File: src/rtl/evsched_pkg.sv
package evsched_pkg;
  typedef enum logic [1:0] {
    ST_IDLE    = 2'b00,
    ST_BUSY    = 2'b01,
    ST_BLOCKED = 2'b10
  } slot_state_e;

  function automatic logic code_legal(input logic [1:0] code);
    return code != 2'b11;
  endfunction
endpackage

File: src/rtl/evsched_minsel.sv
module evsched_minsel #(
  parameter int N  = 8,
  parameter int TW = 16,
  parameter int IW = $clog2(N)
) (
  input  logic [N-1:0]  busy_i,
  input  logic [TW-1:0] times_i [N],
  output logic          found_o,
  output logic [IW-1:0] idx_o,
  output logic [TW-1:0] min_o
);
  // Scan from the top index down; strict less-than keeps the higher index on ties.
  always_comb begin
    found_o = 1'b0;
    idx_o   = '0;
    min_o   = '0;
    for (int i = N - 1; i >= 0; i--) begin
      if (busy_i[i] && (!found_o || times_i[i] < min_o)) begin
        found_o = 1'b1;
        idx_o   = IW'(i);
        min_o   = times_i[i];
      end
    end
  end
endmodule

File: src/rtl/evsched_slot.sv
module evsched_slot
  import evsched_pkg::*;
#(
  parameter int TW = 16
) (
  input  logic          clk,
  input  logic          rst_n,
  input  logic          step_fire_i,
  input  logic          is_win_i,
  input  logic [TW-1:0] delta_i,
  input  logic          ld_i,
  input  logic [TW-1:0] ld_time_i,
  input  logic          sw_i,
  input  logic [1:0]    sw_val_i,
  output slot_state_e   state_o,
  output logic [TW-1:0] time_o
);
  slot_state_e   state_q, state_d;
  logic [TW-1:0] time_q, time_d;
  logic          ev_hit;

  assign ev_hit = step_fire_i && state_q == ST_BUSY;

  always_comb begin
    state_d = state_q;
    time_d  = time_q;
    if (ev_hit) begin
      if (is_win_i) begin
        state_d = ST_IDLE;
        time_d  = '0;
      end else begin
        time_d = time_q - delta_i;
      end
    end
    if (sw_i && code_legal(sw_val_i)) state_d = slot_state_e'(sw_val_i);
    if (ld_i) begin
      state_d = ST_BUSY;
      time_d  = ld_time_i;
    end
  end

  always_ff @(posedge clk or negedge rst_n) begin
    if (!rst_n) begin
      state_q <= ST_IDLE;
      time_q  <= '0;
    end else begin
      state_q <= state_d;
      time_q  <= time_d;
    end
  end

  assign state_o = state_q;
  assign time_o  = time_q;

  AST_NO_UNDERFLOW: assert property (@(posedge clk) disable iff (!rst_n)
    ev_hit |-> time_q >= delta_i);
  AST_BLOCKED_HOLD: assert property (@(posedge clk) disable iff (!rst_n)
    (state_q == ST_BLOCKED && !ld_i) |=> $stable(time_q));
  AST_LOAD_BUSY: assert property (@(posedge clk) disable iff (!rst_n)
    ld_i |=> (state_q == ST_BUSY && time_q == $past(ld_time_i)));
  AST_CODE_IGNORED: assert property (@(posedge clk) disable iff (!rst_n)
    (sw_i && sw_val_i == 2'b11 && !ld_i && !ev_hit) |=> $stable(state_q));
endmodule

File: src/rtl/evsched_gclock.sv
module evsched_gclock #(
  parameter int TW   = 16,
  parameter int GT_W = 32
) (
  input  logic            clk,
  input  logic            rst_n,
  input  logic            adv_i,
  input  logic [TW-1:0]   delta_i,
  output logic [GT_W-1:0] gtime_o
);
  localparam logic [GT_W-1:0] GMAX = '1;

  function automatic logic [GT_W-1:0] sat_add(input logic [GT_W-1:0] a,
                                              input logic [TW-1:0] d);
    logic [GT_W:0] s;
    s = {1'b0, a} + (GT_W + 1)'(d);
    return s[GT_W] ? GMAX : s[GT_W-1:0];
  endfunction

  logic [GT_W-1:0] gtime_q;

  always_ff @(posedge clk or negedge rst_n) begin
    if (!rst_n) gtime_q <= '0;
    else if (adv_i) gtime_q <= sat_add(gtime_q, delta_i);
  end

  assign gtime_o = gtime_q;

  AST_GTIME_MONO: assert property (@(posedge clk) disable iff (!rst_n)
    adv_i |=> gtime_q >= $past(gtime_q));
  AST_GTIME_IDLE: assert property (@(posedge clk) disable iff (!rst_n)
    !adv_i |=> $stable(gtime_q));
endmodule

File: src/rtl/evsched_top.sv
module evsched_top
  import evsched_pkg::*;
#(
  parameter int N    = 8,
  parameter int TW   = 16,
  parameter int GT_W = 32,
  localparam int IW  = $clog2(N)
) (
  input  logic            clk,
  input  logic            rst_n,
  input  logic            step_req,
  input  logic            load_en,
  input  logic [IW-1:0]   load_idx,
  input  logic [TW-1:0]   load_time,
  input  logic            st_en,
  input  logic [IW-1:0]   st_idx,
  input  logic [1:0]      st_val,
  output logic            res_valid,
  output logic            res_empty,
  output logic [IW-1:0]   res_idx,
  output logic [TW-1:0]   res_delta,
  output logic [GT_W-1:0] gtime
);
  slot_state_e   slot_st [N];
  logic [TW-1:0] slot_tm [N];
  logic [N-1:0]  busy_vec;
  logic          sel_found;
  logic [IW-1:0] sel_idx;
  logic [TW-1:0] sel_min;
  logic          step_fire;

  assign step_fire = step_req && sel_found;

  for (genvar g = 0; g < N; g++) begin : g_slot
    assign busy_vec[g] = slot_st[g] == ST_BUSY;
    evsched_slot #(.TW(TW)) u_slot (
      .clk        (clk),
      .rst_n      (rst_n),
      .step_fire_i(step_fire),
      .is_win_i   (sel_idx == IW'(g)),
      .delta_i    (sel_min),
      .ld_i       (load_en && load_idx == IW'(g)),
      .ld_time_i  (load_time),
      .sw_i       (st_en && st_idx == IW'(g)),
      .sw_val_i   (st_val),
      .state_o    (slot_st[g]),
      .time_o     (slot_tm[g])
    );
  end

  evsched_minsel #(.N(N), .TW(TW), .IW(IW)) u_minsel (
    .busy_i (busy_vec),
    .times_i(slot_tm),
    .found_o(sel_found),
    .idx_o  (sel_idx),
    .min_o  (sel_min)
  );

  evsched_gclock #(.TW(TW), .GT_W(GT_W)) u_gclock (
    .clk    (clk),
    .rst_n  (rst_n),
    .adv_i  (step_fire),
    .delta_i(sel_min),
    .gtime_o(gtime)
  );

  always_ff @(posedge clk or negedge rst_n) begin
    if (!rst_n) begin
      res_valid <= 1'b0;
      res_empty <= 1'b0;
      res_idx   <= '0;
      res_delta <= '0;
    end else begin
      res_valid <= step_req;
      res_empty <= step_req && !sel_found;
      res_idx   <= step_fire ? sel_idx : '0;
      res_delta <= step_fire ? sel_min : '0;
    end
  end

  AST_WIN_BUSY: assert property (@(posedge clk) disable iff (!rst_n)
    sel_found |-> busy_vec[sel_idx]);
  AST_FOUND_ANY: assert property (@(posedge clk) disable iff (!rst_n)
    sel_found == (busy_vec != '0));
  AST_RESULT_PULSE: assert property (@(posedge clk) disable iff (!rst_n)
    step_req |=> res_valid);
  AST_NO_SPURIOUS: assert property (@(posedge clk) disable iff (!rst_n)
    !step_req |=> !res_valid);
  AST_EMPTY_NOCHANGE: assert property (@(posedge clk) disable iff (!rst_n)
    (step_req && !sel_found) |=> (res_empty && res_delta == '0 && $stable(gtime)));
endmodule

File: config.mk
export PLATFORM = sky130hd
export DESIGN_NAME = evsched_top
export DESIGN_NICKNAME = d
export VERILOG_FILES = /design/src/rtl/evsched_pkg.sv /design/src/rtl/evsched_minsel.sv /design/src/rtl/evsched_slot.sv /design/src/rtl/evsched_gclock.sv /design/src/rtl/evsched_top.sv
export SDC_FILE = /design/constraint.sdc
export NUM_CORES = 1
export LEC_CHECK = 0
export BUFFER_PORTS_ARGS = -buffer_cell sky130_fd_sc_hd__buf_4
export CORE_AREA = 4 4 179 181
export DETAILED_ROUTE_END_ITERATION = 16
export DIE_AREA = 0 0 183 185
export PLACE_DENSITY = 0.8
export SYNTH_ARGS = -nofsm -noshare
export SYNTH_HDL_FRONTEND = slang
export SYNTH_SLANG_ARGS = --single-unit
File: constraint.sdc
create_clock -name clk -period 27.4 [get_ports clk]
set_clock_uncertainty 0.1 [all_clocks]
set_input_delay 1.37 -clock clk [delete_from_list [all_inputs] [get_ports clk]]
set_output_delay 1.37 -clock clk [all_outputs]
set_load 0.02 [all_outputs]
; Yosys cells after proc, flatten, opt, wreduce, memory -nomap -nowiden
; Cells that the tools add are included.
[op_classes]
add_sub_neg = 9
n_lt_le_gt_ge = 7
eq_ne = 30
n_mux = 83
n_reduce_logical = 91
[ops]
columns = op, count
row1 = $mux W16, 33
row2 = $sub A16 B16 Y16, 8
row3 = $lt A16 B16 Y1, 7
row4 = $mux W2, 32
row5 = $reduce_bool A3 Y1, 16
row6 = $logic_and A1 B1 Y1, 41
row7 = $eq A3 B3 Y1 const B, 12
row8 = $add A32 B16 Y33, 1
row9 = $mux W32, 1
row10 = $mux W3, 9
row11 = $eq A3 B2 Y1 const B, 6
row12 = $eq A2 B1 Y1 const B, 8
row13 = $reduce_and A2 Y1, 8
row14 = $reduce_bool A2 Y1, 8
row15 = $eq A3 B1 Y1 const B, 3
row16 = $logic_not A3 Y1, 3
row17 = $logic_not A1 Y1, 8
row18 = $mux W1, 8
row19 = $logic_or A1 B1 Y1, 7
row20 = $ne A2 B2 Y1 const B, 1
[totals]
ff_bits = 197
input_bits = 29
out_inout_bits = 53
word_cells = 241

; Logic depth before layout (Yosys ltp)
[logic_depth]
word_depth = 35
ltp_mapped = 97

; By module
; Synthesis repeated with hierarchy kept, for this count alone.
[unflattened]
hier_cells = 2273
hier_area_um2 = 19944.1
[modules_own_cells]
columns = module, n_inst, cells_each, area_per_inst_um2, seq_area_each_um2
row1 = evsched_minsel, 1, 595, 4594.4, 0.0
row2 = evsched_slot at g_slot[0].u_slot ..., 3, 171, 1524.0, 450.4
row3 = evsched_slot at g_slot[4].u_slot ..., 2, 170, 1510.2, 450.4
row4 = evsched_slot at g_slot[6].u_slot ..., 2, 170, 1503.9, 450.4
row5 = evsched_gclock, 1, 235, 2265.9, 800.8
row6 = evsched_slot at g_slot[3].u_slot, 1, 172, 1503.9, 450.4
row7 = evsched_top, 1, 78, 979.7, 525.5

; Worst setup path after synthesis
; No wires, ideal clock.
[synth_timing]
path_type = flip-flop to flip-flop
start = register g_slot[7].u_slot.state_q[0]
end = register g_slot[4].u_slot.time_q[15]
arrival_ns = 19.397
t_required_ns = 27.182
path_slack_ns = 7.785
path_stages_with_launch = 93
period_less_slack_ns = 19.615
path_cell_list = dfrtp_1 -> nor2b_1 -> buf_4 -> clkbuf_1 -> nand2_1 -> ha_1 -> nand4_1 -> a2111oi_2 -> a21oi_1 -> o21ai_2 -> buf_2 -> mux2_2 -> ha_1 -> a21oi_1 -> a21boi_0 -> o41ai_1 -> and3_1 -> and2_2 -> [... 57 more ...] -> o221a_2 -> o31ai_4 -> buf_2 -> mux2i_1 -> ha_1 -> nor2b_1 -> o21ai_0 -> a21boi_0 -> o211ai_1 -> a21oi_1 -> o31a_1 -> o41ai_1 -> o21ai_0 -> a21o_1 -> a21oi_1 -> o21a_1 -> o32ai_2 -> a21o_1
[synth_via]
elab_chain_cells = 34
[synth_lines]
columns = element, line_no
row1 = start: declaration, evsched_slot.sv:18  ; slot_state_e state_q, state_d;
row2 = start signal: assignment, evsched_slot.sv:47  ; state_q <= state_d;
row3 = $eq A2 B1 Y1 (*), evsched_top.sv:35  ; assign busy_vec[g] = slot_st[g] == ST_BUSY;
row4 = $mux W16 or $mux W1 (tied branches), evsched_minsel.sv:18  ; if (busy_i[i] && (!found_o || times_i[i] < min_o)) begin
row5 = $lt A16 B16 Y1 or $logic_not A1 Y1 (tied branches), evsched_minsel.sv:18
row6 = $logic_or A1 B1 Y1, evsched_minsel.sv:18
row7 = $logic_and A1 B1 Y1, evsched_minsel.sv:18
row8 = $mux W16 or $mux W1 (tied branches), evsched_minsel.sv:18
row9 = $lt A16 B16 Y1 or $logic_not A1 Y1 (tied branches), evsched_minsel.sv:18
row10 = $logic_or A1 B1 Y1, evsched_minsel.sv:18
row11 = [... 18 more ...], -
row12 = $lt A16 B16 Y1 or $logic_not A1 Y1 (tied branches), evsched_minsel.sv:18
row13 = $logic_or A1 B1 Y1, evsched_minsel.sv:18
row14 = $logic_and A1 B1 Y1, evsched_minsel.sv:18
row15 = $mux W16 or $mux W3 (tied branches), evsched_minsel.sv:18
row16 = $sub A16 B16 Y16 or $eq A3 B3 Y1 (tied branches), "evsched_slot.sv:32, evsched_top.sv:40"
row17 = $mux W16, evsched_slot.sv:28  ; if (is_win_i) begin
row18 = $mux W16, evsched_slot.sv:27  ; if (ev_hit) begin
row19 = $mux W16, evsched_slot.sv:36  ; if (ld_i) begin
row20 = end signal: assignment, evsched_slot.sv:48  ; time_q <= time_d;
row21 = end: declaration, evsched_slot.sv:19  ; logic [TW-1:0] time_q, time_d;
; Every way passes the cells marked *; elsewhere a longest branch is shown, timed or not. The select of a mux whose other input is x is not followed.
; A chain may end at the register's enable or synchronous reset.

; Worst setup path in the final report
[layout_timing]
start = register g_slot[7].u_slot.state_q[1]
end = register u_gclock.gtime_q[23] (netlist: u_gclock.gtime_o[23])
[layout_via]
elab_chain_cells = 32
[layout_lines]
columns = element, line_no
row1 = $eq A2 B1 Y1 (*), evsched_top.sv:35
row2 = $mux W16 or $mux W1 (tied branches), evsched_minsel.sv:18
row3 = $lt A16 B16 Y1 or $logic_not A1 Y1 (tied branches), evsched_minsel.sv:18
row4 = $logic_or A1 B1 Y1, evsched_minsel.sv:18
row5 = $logic_and A1 B1 Y1, evsched_minsel.sv:18
row6 = $mux W16 or $mux W1 (tied branches), evsched_minsel.sv:18
row7 = $lt A16 B16 Y1 or $logic_not A1 Y1 (tied branches), evsched_minsel.sv:18
row8 = $logic_or A1 B1 Y1, evsched_minsel.sv:18
row9 = [... 16 more ...], -
row10 = $logic_and A1 B1 Y1, evsched_minsel.sv:18
row11 = $mux W16 or $mux W1 (tied branches), evsched_minsel.sv:18
row12 = $lt A16 B16 Y1 or $logic_not A1 Y1 (tied branches), evsched_minsel.sv:18
row13 = $logic_or A1 B1 Y1, evsched_minsel.sv:18
row14 = $logic_and A1 B1 Y1, evsched_minsel.sv:18
row15 = $mux W16, evsched_minsel.sv:18
row16 = $add A32 B16 Y33, evsched_gclock.sv:16  ; s = {1'b0, a} + (GT_W + 1)'(d);
row17 = $mux W32, evsched_gclock.sv:17  ; return s[GT_W] ? GMAX : s[GT_W-1:0];
row18 = end signal: assignment, evsched_gclock.sv:24  ; else if (adv_i) gtime_q <= sat_add(gtime_q, delta_i);
row19 = end: declaration, evsched_gclock.sv:20  ; logic [GT_W-1:0] gtime_q;
; Every way passes the cells marked *; elsewhere a longest branch is shown, timed or not.

==> impl_metrics.py <==
metrics = {
    "status": {
        "status": "finished clean",
    },
    "floorplanning": {
        "fp.dieArea_um2": 33900,
        "ioPinCount": 82,
        "die_h_um": 185,
        "die_x_um": 183,
        "start_util_pct": 63.6,
        "rows": 64,
        "core-area_um2": 30400,
    },
    "sta": {
        "timing.fmax_mhz": 44.3,
        "finalCritPeriodShare_pct": 82.4,
        "period_needed_ns": 22.58,
        "hold_viol_final": 0,
        "final-setup-viol-count": 0,
        "maxSlewViolCount": 0,
        "tns_ns": 0,
        "rsz0062_at_grt": "no",
        "max-slew-margin-rel_pct": 24.7,
        "worst_pin_slew_ns": 1.12,
    },
    "grt": {
        "grt_pass1_vias": 18100,
        "grt-ovfl-total": 0,
        "grt_pass1_wl_um": 103000,
        "grt.total_usage_pct": 39.5,
        "antenna_found_initial": 0,
        "grt_max_degree": 71,
    },
    "synthesis": {
        "synthArstFlopShare_pct": 100,
        "synthTopCellsByArea": "dfrtp_1, ha_1, nor2_1, a21oi_1, inv_1",
        "ys_ff_latch": 197,
        "postSynthCellCount": 2373,
        "synth_top_area_share_pct": 25.5,
        "synth-main-ff-cell": "dfrtp_1",
        "yosys_warnings": 0,
        "synth_seq_area_share_pct": 25.5,
        "synth.distinct_cells": 93,
        "yosysTopAreaCell": "dfrtp_1",
        "synth_edf_count": 0,
        "synth_area_um2": 19400,
        "avgSynthCellArea_um2": 8.16,
        "syn_nets": 2652,
    },
    "worst_setup_path": {
        "cp_top_family": "compound AO/OA/AOI/OAI gates",
        "cpPeakStageDelay_ns": 0.70,
        "critPathArrivalTime_ns": 22.81,
        "critPathBufInv": 10,
        "path_max_fanout": 27,
        "setup.worst_path.end_class": "flip-flop",
        "startpoint_type": "flip-flop",
        "setup.worst_path.class": "reg -> reg",
        "crit_top_cell": "a21oi_1",
        "crit_path_top_delay_cell": "nand3_1",
        "required_ns": 27.63,
    },
    "clock_network": {
        "cts.clk_slew.worst_paths_ns": 0.08,
        "cts_tree": "built",
        "numCtsBuffers": 17,
        "clkSinkCount": 197,
        "root_buffer": "clkbuf_16",
        "post-cts-setup-buffer-count": 0,
        "holdBufCountCts": 0,
        "h-tree-depth": 4,
        "clk_latency_ns": 0.47,
        "post_cts_resized": 0,
        "clk_path_buf_depth": 2,
    },
    "route": {
        "first_iter_violations": 2014,
        "vias_per_cell": 6.68,
        "drt_first_pass_iters": 6,
        "drc": 0,
        "vias": 18800,
        "drt_wl_total_um": 67600,
        "ant_nets": 0,
        "wl_per_cell_um": 24.1,
    },
    "layout": {
        "antenna_cells_inserted": 0,
        "fill_cells": 2477,
        "nNetsFinal": 2679,
        "drive_gt1_share_pct": 11.2,
        "area_delta_synth_final_pct": 7.88,
    },
    "placement": {
        "dp_hpwl_um": 50500,
        "gp_congestion": 1.03,
        "portBuffers": 81,
    },
    "min_path": {
        "hold_path.class": "reg -> reg",
    },
    "run": {
        "maxCapViolations": 0,
    },
}
placed cells by master, fill, tap and decap left out, drive strengths merged, types with 17 or more instances in the layout:
master and instances:
nor3 42, o211ai 20, nor2 230, o21bai 22
mux2 74, xnor2 78, a22oi 29, dfrtp 197
inv 213, clkbuf 21, mux2i 41, nand4 28
buf 113, xor2 32, ha 241, a31oi 95
nand3 103, a211oi 18, nor2b 18, or3 17
o21ai 123, a21o 38, nand2 197, nand2b 32
a21oi 173
synthesized netlist by cell type, drive strengths merged, types with 7 or more instances:
cell / number
a211oi: 18
or2: 13
nor2: 230
o21a: 14
nor4: 12
o41ai: 7
and2: 10
a221oi: 13
o21bai: 22
and3: 15
a21boi: 11
a31oi: 95
o211ai: 20
nand2b: 32
nor2b: 18
mux2i: 41
a2111oi: 7
nor3: 42
inv: 212
or3: 17
xor2: 32
o31a: 7
clkbuf: 62
nand4: 28
buf: 44
a22oi: 29
xnor2: 78
nand2: 197
a211o: 9
o21ai: 123
and4: 8
a21oi: 173
fa: 9
mux2: 74
a21o: 38
dfrtp: 197
nand3: 103
ha: 241
layout make-up:
class                   instances  area, µm²  share of cell area [%]
clock buffers                  20        447                    2.14
repair buffers                114        862                    4.13
multi-input cells            1858      13200                    63.2
well taps                     396        495                    2.37
clock inverters                11        153                   0.731
inverters                     212        796                    3.81
flip-flops and latches        197       4930                    23.6
sequential cells by signal, summed over array words and instances (netlist names):
signal,cells
g_slot.u_slot.time_o,128
u_gclock.gtime_o,32
g_slot.u_slot.state_o,16
res_delta,16
res_idx,3
res_empty,1
res_valid,1
cells by family after synthesis:
kind of cell	Yosys count	synth area share, %
and+or+nand+nor	751	18.4
buffers and inverters	318	6.57
adders and majority gates	250	16.5
DFF	197	25.5
AOI/OAI and AO/OA	632	21.5
xor gates and xnor gates	110	4.98
muxes	115	6.60
layer usage:
metal  wire [µm]  track usage (%)
met1       26900             50.6
met2       29400             61.8
met3        6380             8.68
met4        4910             22.8
met5           0                0
path summary, 6_finish.rpt:
path | startpoint | to | slack (ns) | depth (start not counted)
worst min-delay path | u_gclock.gtime_o[30] | u_gclock.gtime_o[30] | 0.41 | 1
worst max register to register | g_slot[7].u_slot.state_o[1] | u_gclock.gtime_o[23] | 4.82 | 83
max in group asynchronous | rst_n | res_delta[4] | 25.03 | 2
worst min register to register | u_gclock.gtime_o[30] | u_gclock.gtime_o[30] | 0.41 | 1
worst max-delay path | g_slot[7].u_slot.state_o[1] | u_gclock.gtime_o[23] | 4.82 | 83
min in group asynchronous | rst_n | g_slot[5].u_slot.time_o[7] | 0.81 | 1
through the flow:
stage / cell area (µm²) / util, % / instances / hold slack (ns) / worst slack, ns
floorplan: 19400 / - / 2373 / 0.387 / 7.78
global placement: 20300 / 66.7 / 2777 / 0.398 / 5.96
detailed placement: 20300 / 66.7 / 2777 / 0.409 / 5.58
CTS: 20900 / 68.6 / 2808 / 0.420 / 5.39
global route: 20900 / 68.6 / 2808 / 0.446 / 3.45
finish: 20900 / 68.6 / 2808 / 0.414 / 4.82
Power is not shown: default switching activity piles up to over one toggle a cycle in this logic, so the estimate is an artifact.
